**config.mk**
```make
export PLATFORM = sky130hd
export DESIGN_NAME = fp3_adder
export DESIGN_NICKNAME = d
export VERILOG_FILES = /design/src/rtl/fp3_pkg.sv /design/src/rtl/fp3_revshift.sv /design/src/rtl/fp3_align.sv /design/src/rtl/fp3_mant_norm.sv /design/src/rtl/fp3_adder.sv
export SDC_FILE = /design/constraint.sdc
export NUM_CORES = 1
export LEC_CHECK = 0
export BUFFER_PORTS_ARGS = -buffer_cell sky130_fd_sc_hd__buf_2
export CORE_MARGIN = 10
export CORE_UTILIZATION = 50
export DETAILED_ROUTE_END_ITERATION = 10
export GPL_TIMING_DRIVEN = 0
export HOLD_SLACK_MARGIN = 0.03
export PLACE_DENSITY = 0.75
export SKIP_CTS_REPAIR_TIMING = 1
export SYNTH_ARGS = -nofsm -noshare
export SYNTH_HDL_FRONTEND = slang
export SYNTH_SLANG_ARGS = --single-unit
```
**constraint.sdc**
```tcl
create_clock -name clk -period 13.2 [get_ports clk]
set_input_delay 1.32 -clock clk [delete_from_list [all_inputs] [get_ports clk]]
set_output_delay 1.32 -clock clk [all_outputs]
set_load 0.02 [all_outputs]
```
**src/rtl/fp3_pkg.sv**
```systemverilog
package fp3_pkg;

    localparam int EXP_W        = 8;
    localparam int FRAC_W       = 23;
    localparam int WORD_W       = 1 + EXP_W + FRAC_W;
    localparam int MANT_W       = FRAC_W + 1;
    localparam int NUM_OPS      = 3;
    localparam int GUARD_W      = $clog2(NUM_OPS);
    localparam int MAG_W        = MANT_W + GUARD_W;
    localparam int SUM_W        = MAG_W + 1;
    localparam int POS_W        = $clog2(MAG_W);
    localparam int ALIGN_STAGES = 4;
    localparam int NORM_STAGES  = 2;
    localparam int LATENCY      = ALIGN_STAGES + NORM_STAGES;

    typedef logic [EXP_W-1:0]  exp_t;
    typedef logic [MANT_W-1:0] mant_t;

    typedef struct packed {
        logic  sign;
        logic  zero;
        exp_t  exp;
        mant_t mant;
    } op_t;

    typedef struct packed {
        logic  sign;
        mant_t mag;
    } aligned_t;

    // Split a word into fields, restore the hidden one, flag zero by exponent.
    function automatic op_t unpack_word(input logic [WORD_W-1:0] w);
        op_t o;
        o.sign = w[WORD_W-1];
        o.exp  = w[WORD_W-2 -: EXP_W];
        o.zero = (o.exp == '0);
        o.mant = o.zero ? '0 : {1'b1, w[FRAC_W-1:0]};
        return o;
    endfunction

    // Index of the highest set bit (0 when none is set).
    function automatic logic [POS_W-1:0] lead_one(input logic [MAG_W-1:0] m);
        logic [POS_W-1:0] p;
        p = '0;
        for (int i = 0; i < MAG_W; i++) begin
            if (m[i]) p = POS_W'(i);
        end
        return p;
    endfunction

endpackage

```
**src/rtl/fp3_revshift.sv**
```systemverilog
// Right shift built as: reverse bits, multiply by 2^sh, reverse back.
module fp3_revshift #(
    parameter int W    = 24,
    parameter int SH_W = 8
) (
    input  logic [W-1:0]    din,
    input  logic [SH_W-1:0] sh,
    output logic [W-1:0]    dout
);

    logic [W-1:0] rev_in;
    logic [W-1:0] pow;
    logic [W-1:0] prod_lo;
    logic         in_range;

    generate
        for (genvar i = 0; i < W; i++) begin : g_rev_in
            assign rev_in[i] = din[W-1-i];
        end
    endgenerate

    assign in_range = (sh < SH_W'(W));
    assign pow      = in_range ? (W'(1) << sh) : '0;
    assign prod_lo  = rev_in * pow;

    generate
        for (genvar i = 0; i < W; i++) begin : g_rev_out
            assign dout[i] = prod_lo[W-1-i];
        end
    endgenerate

endmodule

```
**src/rtl/fp3_align.sv**
```systemverilog
// Exponent front end: unpack, max exponent, distances, shifted mantissas.
module fp3_align
    import fp3_pkg::*;
#(
    parameter int N = NUM_OPS
) (
    input  logic                       clk,
    input  logic                       rst,
    input  logic                       in_valid,
    input  logic [N-1:0][WORD_W-1:0]   words,
    output logic                       out_valid,
    output exp_t                       out_emax,
    output aligned_t [N-1:0]           out_ops
);

    // stage 1: unpacked operands
    op_t [N-1:0]  s1_ops;
    logic         s1_v;
    // stage 2: operands with the common exponent
    op_t [N-1:0]  s2_ops;
    exp_t         s2_emax;
    logic         s2_v;
    exp_t         emax_c;
    // stage 3: shift distances
    exp_t  [N-1:0] s3_sh;
    logic  [N-1:0] s3_sign;
    logic  [N-1:0] s3_zero;
    mant_t [N-1:0] s3_mant;
    exp_t          s3_emax;
    logic          s3_v;
    mant_t [N-1:0] shifted;

    always_ff @(posedge clk) begin
        if (rst) begin
            s1_v   <= 1'b0;
            s1_ops <= '0;
        end else begin
            s1_v <= in_valid;
            for (int i = 0; i < N; i++) begin
                s1_ops[i] <= unpack_word(words[i]);
            end
        end
    end

    always_comb begin
        emax_c = '0;
        for (int i = 0; i < N; i++) begin
            if (!s1_ops[i].zero && (s1_ops[i].exp > emax_c)) emax_c = s1_ops[i].exp;
        end
    end

    always_ff @(posedge clk) begin
        if (rst) begin
            s2_v    <= 1'b0;
            s2_ops  <= '0;
            s2_emax <= '0;
        end else begin
            s2_v    <= s1_v;
            s2_ops  <= s1_ops;
            s2_emax <= emax_c;
        end
    end

    always_ff @(posedge clk) begin
        if (rst) begin
            s3_v    <= 1'b0;
            s3_sh   <= '0;
            s3_sign <= '0;
            s3_zero <= '0;
            s3_mant <= '0;
            s3_emax <= '0;
        end else begin
            s3_v    <= s2_v;
            s3_emax <= s2_emax;
            for (int i = 0; i < N; i++) begin
                s3_sh[i]   <= s2_emax - s2_ops[i].exp;
                s3_sign[i] <= s2_ops[i].sign;
                s3_zero[i] <= s2_ops[i].zero;
                s3_mant[i] <= s2_ops[i].mant;
            end
        end
    end

    generate
        for (genvar g = 0; g < N; g++) begin : g_shift
            fp3_revshift #(
                .W    (MANT_W),
                .SH_W (EXP_W)
            ) u_shift (
                .din  (s3_mant[g]),
                .sh   (s3_sh[g]),
                .dout (shifted[g])
            );
        end
    endgenerate

    always_ff @(posedge clk) begin
        if (rst) begin
            out_valid <= 1'b0;
            out_emax  <= '0;
            out_ops   <= '0;
        end else begin
            out_valid <= s3_v;
            out_emax  <= s3_emax;
            for (int i = 0; i < N; i++) begin
                out_ops[i].sign <= s3_sign[i];
                out_ops[i].mag  <= s3_zero[i] ? '0 : shifted[i];
            end
        end
    end

    generate
        for (genvar g = 0; g < N; g++) begin : g_chk
            // no nonzero operand sits above the chosen exponent
            p_emax_cover_r4: assert property (@(posedge clk) disable iff (rst)
                s2_v && !s2_ops[g].zero |-> s2_emax >= s2_ops[g].exp);
            // a distance of a full mantissa or more leaves nothing
            p_far_drop_r5: assert property (@(posedge clk) disable iff (rst)
                s3_v && (s3_sh[g] >= EXP_W'(MANT_W)) |=> out_ops[g].mag == '0);
            // a zero operand leaves nothing
            p_zero_drop_r3: assert property (@(posedge clk) disable iff (rst)
                s3_v && s3_zero[g] |=> out_ops[g].mag == '0);
        end
    endgenerate

endmodule

```
**src/rtl/fp3_mant_norm.sv**
```systemverilog
// Mantissa back end: signed sum, then leading-one normalization with truncation.
module fp3_mant_norm
    import fp3_pkg::*;
#(
    parameter int N = NUM_OPS
) (
    input  logic                clk,
    input  logic                rst,
    input  logic                in_valid,
    input  exp_t                in_emax,
    input  aligned_t [N-1:0]    in_ops,
    output logic                out_valid,
    output logic [WORD_W-1:0]   result
);

    localparam int EXT_W = EXP_W + 3;

    logic signed [SUM_W-1:0] sum_c;
    logic signed [SUM_W-1:0] s5_sum;
    exp_t                    s5_emax;
    logic                    s5_v;

    logic                    neg_c;
    logic [MAG_W-1:0]        mag_c;
    logic [POS_W-1:0]        lead_c;
    logic signed [EXT_W-1:0] exp_c;
    logic [FRAC_W-1:0]       frac_c;
    logic                    zero_c;
    logic [WORD_W-1:0]       word_c;

    always_comb begin
        sum_c = '0;
        for (int i = 0; i < N; i++) begin
            if (in_ops[i].sign)
                sum_c = sum_c - $signed({{(SUM_W-MANT_W){1'b0}}, in_ops[i].mag});
            else
                sum_c = sum_c + $signed({{(SUM_W-MANT_W){1'b0}}, in_ops[i].mag});
        end
    end

    always_ff @(posedge clk) begin
        if (rst) begin
            s5_v    <= 1'b0;
            s5_sum  <= '0;
            s5_emax <= '0;
        end else begin
            s5_v    <= in_valid;
            s5_sum  <= sum_c;
            s5_emax <= in_emax;
        end
    end

    always_comb begin
        neg_c  = s5_sum[SUM_W-1];
        mag_c  = neg_c ? MAG_W'(-s5_sum) : MAG_W'(s5_sum);
        lead_c = lead_one(mag_c);
        exp_c  = $signed({3'b000, s5_emax})
               + $signed({{(EXT_W-POS_W){1'b0}}, lead_c})
               - $signed(EXT_W'(FRAC_W));
        if (lead_c >= POS_W'(FRAC_W))
            frac_c = FRAC_W'(mag_c >> (lead_c - POS_W'(FRAC_W)));
        else
            frac_c = FRAC_W'(mag_c << (POS_W'(FRAC_W) - lead_c));
        zero_c = (mag_c == '0) || (exp_c < $signed(EXT_W'(1)));
        word_c = zero_c ? '0 : {neg_c, exp_c[EXP_W-1:0], frac_c};
    end

    always_ff @(posedge clk) begin
        if (rst) begin
            out_valid <= 1'b0;
            result    <= '0;
        end else begin
            out_valid <= s5_v;
            result    <= word_c;
        end
    end

    // a zero exponent field only ever leaves as the all-zero word
    p_zero_word_r8: assert property (@(posedge clk) disable iff (rst)
        out_valid && (result[WORD_W-2 -: EXP_W] == '0) |-> result == '0);
    // a negative sum yields a set sign bit unless flushed to zero
    p_neg_sign_r6: assert property (@(posedge clk) disable iff (rst)
        s5_v && s5_sum[SUM_W-1] |=> result[WORD_W-1] || (result == '0));
    // a positive sum never yields a set sign bit
    p_pos_sign_r6: assert property (@(posedge clk) disable iff (rst)
        s5_v && !s5_sum[SUM_W-1] |=> !result[WORD_W-1]);

endmodule

```
**src/rtl/fp3_adder.sv**
```systemverilog
module fp3_adder
    import fp3_pkg::*;
(
    input  logic              clk,
    input  logic              rst,
    input  logic              in_valid,
    input  logic [WORD_W-1:0] op_a,
    input  logic [WORD_W-1:0] op_b,
    input  logic [WORD_W-1:0] op_c,
    output logic              out_valid,
    output logic [WORD_W-1:0] result
);

    localparam int CNT_W = $clog2(LATENCY + 1);

    logic [NUM_OPS-1:0][WORD_W-1:0] words;
    logic                           al_valid;
    exp_t                           al_emax;
    aligned_t [NUM_OPS-1:0]         al_ops;

    assign words = {op_c, op_b, op_a};

    fp3_align #(
        .N (NUM_OPS)
    ) u_align (
        .clk       (clk),
        .rst       (rst),
        .in_valid  (in_valid),
        .words     (words),
        .out_valid (al_valid),
        .out_emax  (al_emax),
        .out_ops   (al_ops)
    );

    fp3_mant_norm #(
        .N (NUM_OPS)
    ) u_norm (
        .clk       (clk),
        .rst       (rst),
        .in_valid  (al_valid),
        .in_emax   (al_emax),
        .in_ops    (al_ops),
        .out_valid (out_valid),
        .result    (result)
    );

    // cycles since reset, saturating, for the latency check
    logic [CNT_W-1:0] since_rst;

    always_ff @(posedge clk) begin
        if (rst)
            since_rst <= '0;
        else if (since_rst < CNT_W'(LATENCY))
            since_rst <= since_rst + 1'b1;
    end

    // output strobe is the input strobe six cycles later
    p_latency_r2: assert property (@(posedge clk) disable iff (rst)
        (since_rst >= CNT_W'(LATENCY)) |-> out_valid == $past(in_valid, LATENCY));
    // nothing leaves before a set could have crossed the pipe
    p_quiet_start_r2: assert property (@(posedge clk) disable iff (rst)
        (since_rst < CNT_W'(LATENCY)) |-> !out_valid);

endmodule

```
==> flow_metrics.env, run 1 <==
export IMPL_status="finished clean"
export IMPL_coreArea_um2=96900
export IMPL_seqCellArea_um2=9570
export IMPL_antenna_found_initial=4
export IMPL_cpMostUsedCell="fa_1"
export IMPL_synth_ff_type="dfxtp_1"
export IMPL_die_y_um=333
export IMPL_clock_fmax_mhz=112
export IMPL_vias=38800
export IMPL_place_port_buffers=131
export IMPL_numCtsBuffers=50
export IMPL_synth_nets=6656
export IMPL_grt_util_all_layers_pct=25.0
export IMPL_layout_commonest_cell="inv_1"
export IMPL_setup_tns_ps=0
export IMPL_avgSynthCellArea_um2=8.80
export IMPL_worstPathMaxFanout=10
export IMPL_rows=114
export IMPL_finalHoldViolCount=0
export IMPL_multiInputGateArea_um2=35300
export IMPL_rsz0062_at_grt="false"
export IMPL_grt_max_degree=17
export IMPL_cp_required_ps=13690
export IMPL_mostFrequentLayoutCells="806 x inv_1, 645 x fa_1, 603 x nand2_1"
export IMPL_fin_crit_sh_pct=67.4
export IMPL_worstSetupPathType="reg -> reg"
export IMPL_path_buf_inv=5
export IMPL_grt_pass1_wl_um=221000
export IMPL_wire_per_inst_um=19.7
export IMPL_grt_pass1_vias=39900
export IMPL_slew_headroom_pct=10.8
export IMPL_drt_iter0_drc=3466
export IMPL_path_clk_slew_ps=60
export IMPL_cts_tree="built"
export IMPL_overflow=0
export IMPL_worst_clock_skew_ps=75.8
export IMPL_cts_sinks=478
export IMPL_synth_top_area_share_pct=26.4
export IMPL_die_area_um2=111000
export IMPL_leakagePower_nw=24.3
export IMPL_nNetsFinal=6839
export IMPL_ys_types=99
export IMPL_cts_root_buffer="clkbuf_16"
export IMPL_synth_top_area_cell="fa_1"
export IMPL_cts_htree_levels=2
export IMPL_drc=0
export IMPL_tightest_slew_ps=1330
export IMPL_yosys_register_bits=478
export IMPL_startpoint_type="register"
export IMPL_max_stage_delay_ps=880
export IMPL_pin_count=132
export IMPL_cts_buffer_depth=3
export IMPL_post_place_ws_ps=4510
export IMPL_fill_cells=8726
export IMPL_async_flop_share_pct=0
export IMPL_synth_edf_count=0
export IMPL_postSynthCellCount=5561
export IMPL_drive_above_1_share_pct=5.66
export IMPL_dp_hpwl_um=113000
export IMPL_crit_arrival_ps=9380
export IMPL_fin_hold_ws_ps=394
export IMPL_fin_crit_ps=8890
export IMPL_diodes=0
export IMPL_antenna_left=0
export IMPL_drt_pass1_iterations=7
export IMPL_clkLatencyLatePin_ps=660
export IMPL_ys_warn_count=0
export IMPL_drv_slew=0
export IMPL_path_delay_family="adder cells"
export IMPL_ir_drop_mv=0.233
export IMPL_worst_slack_ps=4310
export IMPL_synth_area_top_cells="fa_1 26%, dfxtp_1 20%, ha_1 9.0%"
export IMPL_dieWidth_um=333
export IMPL_yosysSeqAreaShare_pct=19.6
export IMPL_syn_area_um2=48900
export IMPL_viasPerCell=5.50
export IMPL_areaGrowthSynthToFinish_pct=8.30
export IMPL_power_per_cell_area_nw_per_um2=165
export IMPL_min_path_type="reg -> reg"
export IMPL_endpoint_kind="register"
export IMPL_slowest_stage="nor2_1"
export IMPL_finalSetupViolCount=0
export IMPL_drt_wl_total_um=139000
export IMPL_gp_congestion=1.01
export IMPL_start_util_pct=50.5
export IMPL_drv_cap=0
registers in the layout, indices dropped and copies added (netlist names):
register and cells:
u_align.s1_ops 102, u_norm.out_valid 1, u_align.s3_emax 8, u_norm.result 32, u_align.s3_sign 3, u_align.s2_emax 8
u_align.s3_sh 24, u_align.s3_zero 3, u_align.s2_v 1, u_align.s3_mant 72, u_align.s3_v 1, u_norm.s5_v 1
u_align.s2_ops 102, u_align.s1_v 1, u_align.out_emax 8, u_norm.s5_emax 8, u_norm.s5_sum 27, u_align.out_ops 75
u_align.out_valid 1
report_power, final:
group	switching [W]	leakage, nW	internal, W	total [W]
combinational	0.00353	19.5	0.00204	0.00557
sequential	0.0000822	3.92	0.00157	0.00165
clock	0.000612	0.881	0.000898	0.00151
total	0.00422	24.3	0.00451	0.00874
final cells by class:
| type | instances | area share (%) |
|---|---|---|
| inverter | 811 | 5.76 |
| clock buffer | 62 | 2.56 |
| clock inverter | 27 | 0.833 |
| buffer | 247 | 1.88 |
| timing repair buffer | 131 | 1.24 |
| multi-input combinational | 4025 | 66.7 |
| sequential | 478 | 18.1 |
| tap | 1276 | 3.01 |
cells in the mapped netlist (7+ instances only):
cell type  instances
buf_1             12
mux2i_1           60
nand3_1           60
dfxtp_1          478
nand2_1          603
a22oi_1           18
nand4_1           18
a221oi_1          20
inv_1            806
nor2b_1          264
fa_1             645
a21oi_1          147
o21bai_1          18
nand2b_1          43
nor4_1            32
nor3b_1            9
or2_2             20
a21o_1            48
nor2_1           371
or4_1             15
o221ai_1           8
buf_2             19
o211ai_1          29
a211oi_1          24
o21ai_0           90
a21boi_0           9
o31ai_1            9
o41ai_1            9
or3_1             29
nor3_1           105
o22ai_1           11
ha_1             351
and2_1           421
mux2_2            18
a22o_1             9
a211o_1            7
clkbuf_1         207
xnor2_1          220
o21a_1            15
and3_1            45
a31oi_1           29
xor2_1            63
logic make-up (layout without fill, tap and decap cells):
logic type / count (synthesis) / after routing / share of synthesized area (%)
xor+xnor: 287 / 287 / 5.23
simple gates: 2073 / 2073 / 21.5
flops: 478 / 478 / 19.6
mux: 84 / 84 / 1.89
buf+inv: 1058 / 1278 / 8.27
fa+ha+maj: 996 / 996 / 35.4
compound gates: 585 / 585 / 8.22
worst paths after layout:
kind,startpoint,endpoint,slack [ps],cells after the start
max,u_align.s3_sh[7],u_align.out_ops[0],4310,27
min,u_align.s2_ops[67],u_align.s3_sign[1],390,1
max reg2reg,u_align.s3_sh[7],u_align.out_ops[0],4310,27
min reg2reg,u_align.s2_ops[67],u_align.s3_sign[1],390,1
metrics by stage:
| step | total power (W) | utilization (%) | std cells | instance area (µm²) |
|---|---|---|---|---|
| floorplan | 0.00566 | - | 5561 | 48900 |
| global placement | 0.00706 | 52.8 | 6968 | 51200 |
| detailed placement | 0.00708 | 52.9 | 6968 | 51200 |
| CTS | 0.00861 | 54.7 | 7057 | 53000 |
| global route | 0.00927 | 54.7 | 7057 | 53000 |
| finish | 0.00874 | 54.7 | 7057 | 53000 |
per-layer routing:
metal  wire, µm  track usage (%)  part of all wire [%]
met1      56400             31.4                    41
met2      64500             41.7                    46
met3      11400             4.58                   8.2
met4       6710             10.7                   4.8
met5         30                0                 0.022
worst register-to-register path, stage by stage (launching register included):
cell,delay [ps]
dfxtp_1,390
or2_2,380
nor3_1,320
nand2b_1,100
clkbuf_1,220
nor2_1,880
clkbuf_1,670
nand2_1,190
fa_1,470
fa_1,530
inv_1,50
fa_1,550
ha_1,150
inv_1,40
fa_1,470
inv_1,50
fa_1,570
fa_1,450
ha_1,330
and3_1,170
a21oi_1,220
o211ai_1,140
a31oi_1,310
o21bai_1,130
a2111o_1,450
a41oi_1,290
xnor2_1,160
nor2_1,50
Note: power is estimated with default switching activity, not from simulation.
==> run 2, diff against run 1 <==
--- a/config.mk
+++ b/config.mk
@@ -5,6 +5,7 @@
 export SDC_FILE = /design/constraint.sdc
 export NUM_CORES = 1
 export LEC_CHECK = 0
+export ABC_AREA = 1
 export BUFFER_PORTS_ARGS = -buffer_cell sky130_fd_sc_hd__buf_2
 export CORE_MARGIN = 10
 export CORE_UTILIZATION = 50
==> constraint.sdc (replaced) <==
create_clock -name clk -period 9.1 [get_ports clk]
set_input_delay 0.91 -clock clk [delete_from_list [all_inputs] [get_ports clk]]
set_output_delay 0.91 -clock clk [all_outputs]
set_load 0.02 [all_outputs]
==> run 2 against run 1 <==
Compared with the run above: sequential cell count stayed put; fmax is 4.3% higher; sequential power is 47% higher; global-route usage is 0.55 points lower; final cell count is 9.5% higher; clock power is 45% higher; register-to-register slack worse by 3700 ps; non-clock buffer count is 69 lower; critical path type unchanged; critical endpoint is now u_align.out_ops[50]; highest routed layer unchanged.
==> flow_metrics.env, run 2 <==
export IMPL_start_util_pct=50.3
export IMPL_nNetsFinal=7516
export IMPL_cpMostUsedCell="inv_1"
export IMPL_gp_congestion=1.01
export IMPL_drt_pass1_iterations=8
export IMPL_rows=113
export IMPL_max_stage_delay_ps=630
export IMPL_synth_edf_count=0
export IMPL_cts_buffer_depth=3
export IMPL_avgSynthCellArea_um2=7.64
export IMPL_finalHoldViolCount=0
export IMPL_synth_ff_type="dfxtp_1"
export IMPL_worst_clock_skew_ps=62.6
export IMPL_clkLatencyLatePin_ps=660
export IMPL_clock_fmax_mhz=117
export IMPL_fin_hold_ws_ps=356
export IMPL_grt_pass1_wl_um=210000
export IMPL_ir_drop_mv=0.266
export IMPL_die_y_um=329
export IMPL_postSynthCellCount=6238
export IMPL_drt_wl_total_um=132000
export IMPL_antenna_found_initial=3
export IMPL_met1_length_um=55600
export IMPL_place_port_buffers=131
export IMPL_coreArea_um2=94900
export IMPL_design_area_um2=51700
export IMPL_rsz0062_at_grt="false"
export IMPL_worstPathMaxFanout=10
export IMPL_drt_iter0_drc=3075
export IMPL_cts_htree_levels=2
export IMPL_tightest_slew_ps=1120
export IMPL_wire_per_inst_um=17.1
export IMPL_crit_arrival_ps=9100
export IMPL_wl_met3_um=10900
export IMPL_cts_tree="built"
export IMPL_grt_pass1_vias=39900
export IMPL_synth_nets=7333
export IMPL_yosys_register_bits=478
export IMPL_setup_tns_ps=0
export IMPL_path_clk_slew_ps=90
export IMPL_worstSetupPathType="reg -> reg"
export IMPL_yosysMostFrequentCell="inv_1"
export IMPL_fin_crit_sh_pct=93.7
export IMPL_drc=0
export IMPL_post_place_ws_ps=483
export IMPL_min_path_type="reg -> reg"
export IMPL_yosysSeqAreaShare_pct=20.1
export IMPL_mostFrequentLayoutCells="1478 x inv_1, 985 x nor2_1, 934 x nand2_1"
export IMPL_grt_util_all_layers_pct=24.4
export IMPL_viasPerCell=5.14
export IMPL_async_flop_share_pct=0
export IMPL_syn_area_um2=47700
export IMPL_grt_max_degree=16
export IMPL_slowest_stage="nor2_1"
export IMPL_layout_commonest_cell="inv_1"
export IMPL_dieWidth_um=329
export IMPL_placed_cell_area_um2=49900
export IMPL_ys_types=62
export IMPL_areaGrowthSynthToFinish_pct=8.41
export IMPL_finalSetupViolCount=0
export IMPL_startpoint_type="register"
export IMPL_vias=39700
export IMPL_drv_cap=0
export IMPL_die_area_um2=108000
export IMPL_drv_slew=0
export IMPL_antenna_left=0
export IMPL_fill_cells=8805
export IMPL_slew_headroom_pct=25.6
export IMPL_ys_warn_count=0
export IMPL_stdcell_count=7724
export IMPL_reg_top3="u_align.s1_ops (102), u_align.s2_ops (102), u_align.out_ops (75)"
export IMPL_synth_area_top_cells="fa_1 27%, dfxtp_1 20%, inv_1 12%"
export IMPL_pin_count=132
export IMPL_power_per_cell_area_nw_per_um2=243
export IMPL_met2_length_um=60200
export IMPL_cp_required_ps=9670
export IMPL_synth_top_area_share_pct=27.1
export IMPL_diodes=0
export IMPL_overflow=0
export IMPL_cts_root_buffer="clkbuf_16"
export IMPL_place_inst=7634
export IMPL_fin_crit_ps=8530
export IMPL_worst_slack_ps=571
export IMPL_yosys_top_cells_count="1478 x inv_1, 987 x nor2_1, 934 x nand2_1"
export IMPL_top_layer_used="met5"
export IMPL_drive_above_1_share_pct=4.72
export IMPL_endpoint_kind="register"
export IMPL_status="finished clean"
export IMPL_numCtsBuffers=50
export IMPL_leakagePower_nw=25.2
export IMPL_synth_top_area_cell="fa_1"
export IMPL_dp_hpwl_um=110000
export IMPL_cts_sinks=478
-- run 2: cell types whose count changed after synthesis, sizes merged, moves of 139 or more --
cell,previous run,this run
nor2b,264,0
inv,811,1488
xnor2,223,84
nor2,376,1009
nand2,603,946
and2,423,2
nand3,60,295
-- run 2: power breakdown --
group / total [W] / switching, W / internal [W] / leakage (nW)
Sequential: 0.00242 / 0.000112 / 0.00230 / 3.92
Combinational: 0.00797 / 0.00549 / 0.00249 / 20.4
Clock: 0.00219 / 0.000897 / 0.00129 / 0.861
-- run 2: per-layer routing --
metal	vias to the layer above	GRT usage (%)
met5	-	0
met3	331	4.37
met1	18900	32.0
met2	1607	39.7
li1	18900	-
met4	6	9.64
-- run 2: final timing paths --
| path | startpoint | endpoint | slack, ps | depth (start not counted) |
|---|---|---|---|---|
| setup / recovery | u_align.s3_sh[22] | u_align.out_ops[50] | 570 | 37 |
| hold / removal | u_align.s2_ops[16] | u_align.s3_mant[16] | 360 | 2 |
| setup reg to reg | u_align.s3_sh[22] | u_align.out_ops[50] | 570 | 37 |
| hold reg to reg | u_align.s2_ops[16] | u_align.s3_mant[16] | 360 | 2 |
-- run 2: area by class of cell --
type | instances | area (µm²) | area share, %
multi-input cells | 4076 | 31700 | 61.4
flip-flops and latches | 478 | 9570 | 18.5
inverters | 1506 | 5660 | 10.9
well taps | 1265 | 1580 | 3.06
clock buffers | 64 | 1350 | 2.62
plain buffers | 178 | 734 | 1.42
repair buffers | 131 | 656 | 1.27
clock inverters | 26 | 413 | 0.799
-- run 2: per-stage QoR --
step	total power [W]	util [%]
after floorplan	0.00816	-
after detailed placement	0.0102	52.6
after CTS	0.0124	54.5
after global placement	0.0102	52.6
after global routing	0.0137	54.5
final	0.0126	54.5
-- run 2: critical path: cells and delay by family (launching register included) --
family / cells / cell delay, ps
flip-flops: 1 / 320
adder cells (fa/ha/maj): 8 / 3440
AO/OA/AOI/OAI: 8 / 1690
AND/OR/NAND/NOR: 12 / 1960
buffers and inverters: 9 / 1020
-- run 2: cell families (layout without fill, tap and decap cells) --
logic type	after synthesis	after routing	synth area share, %
adder cells (fa/ha/maj)	996	996	36.3
buffers and inverters	1684	1905	13.4
AO/OA/AOI/OAI	499	499	5.77
XOR/XNOR	227	227	4.20
flip-flops	478	478	20.1
AND/OR/NAND/NOR	2354	2354	20.2
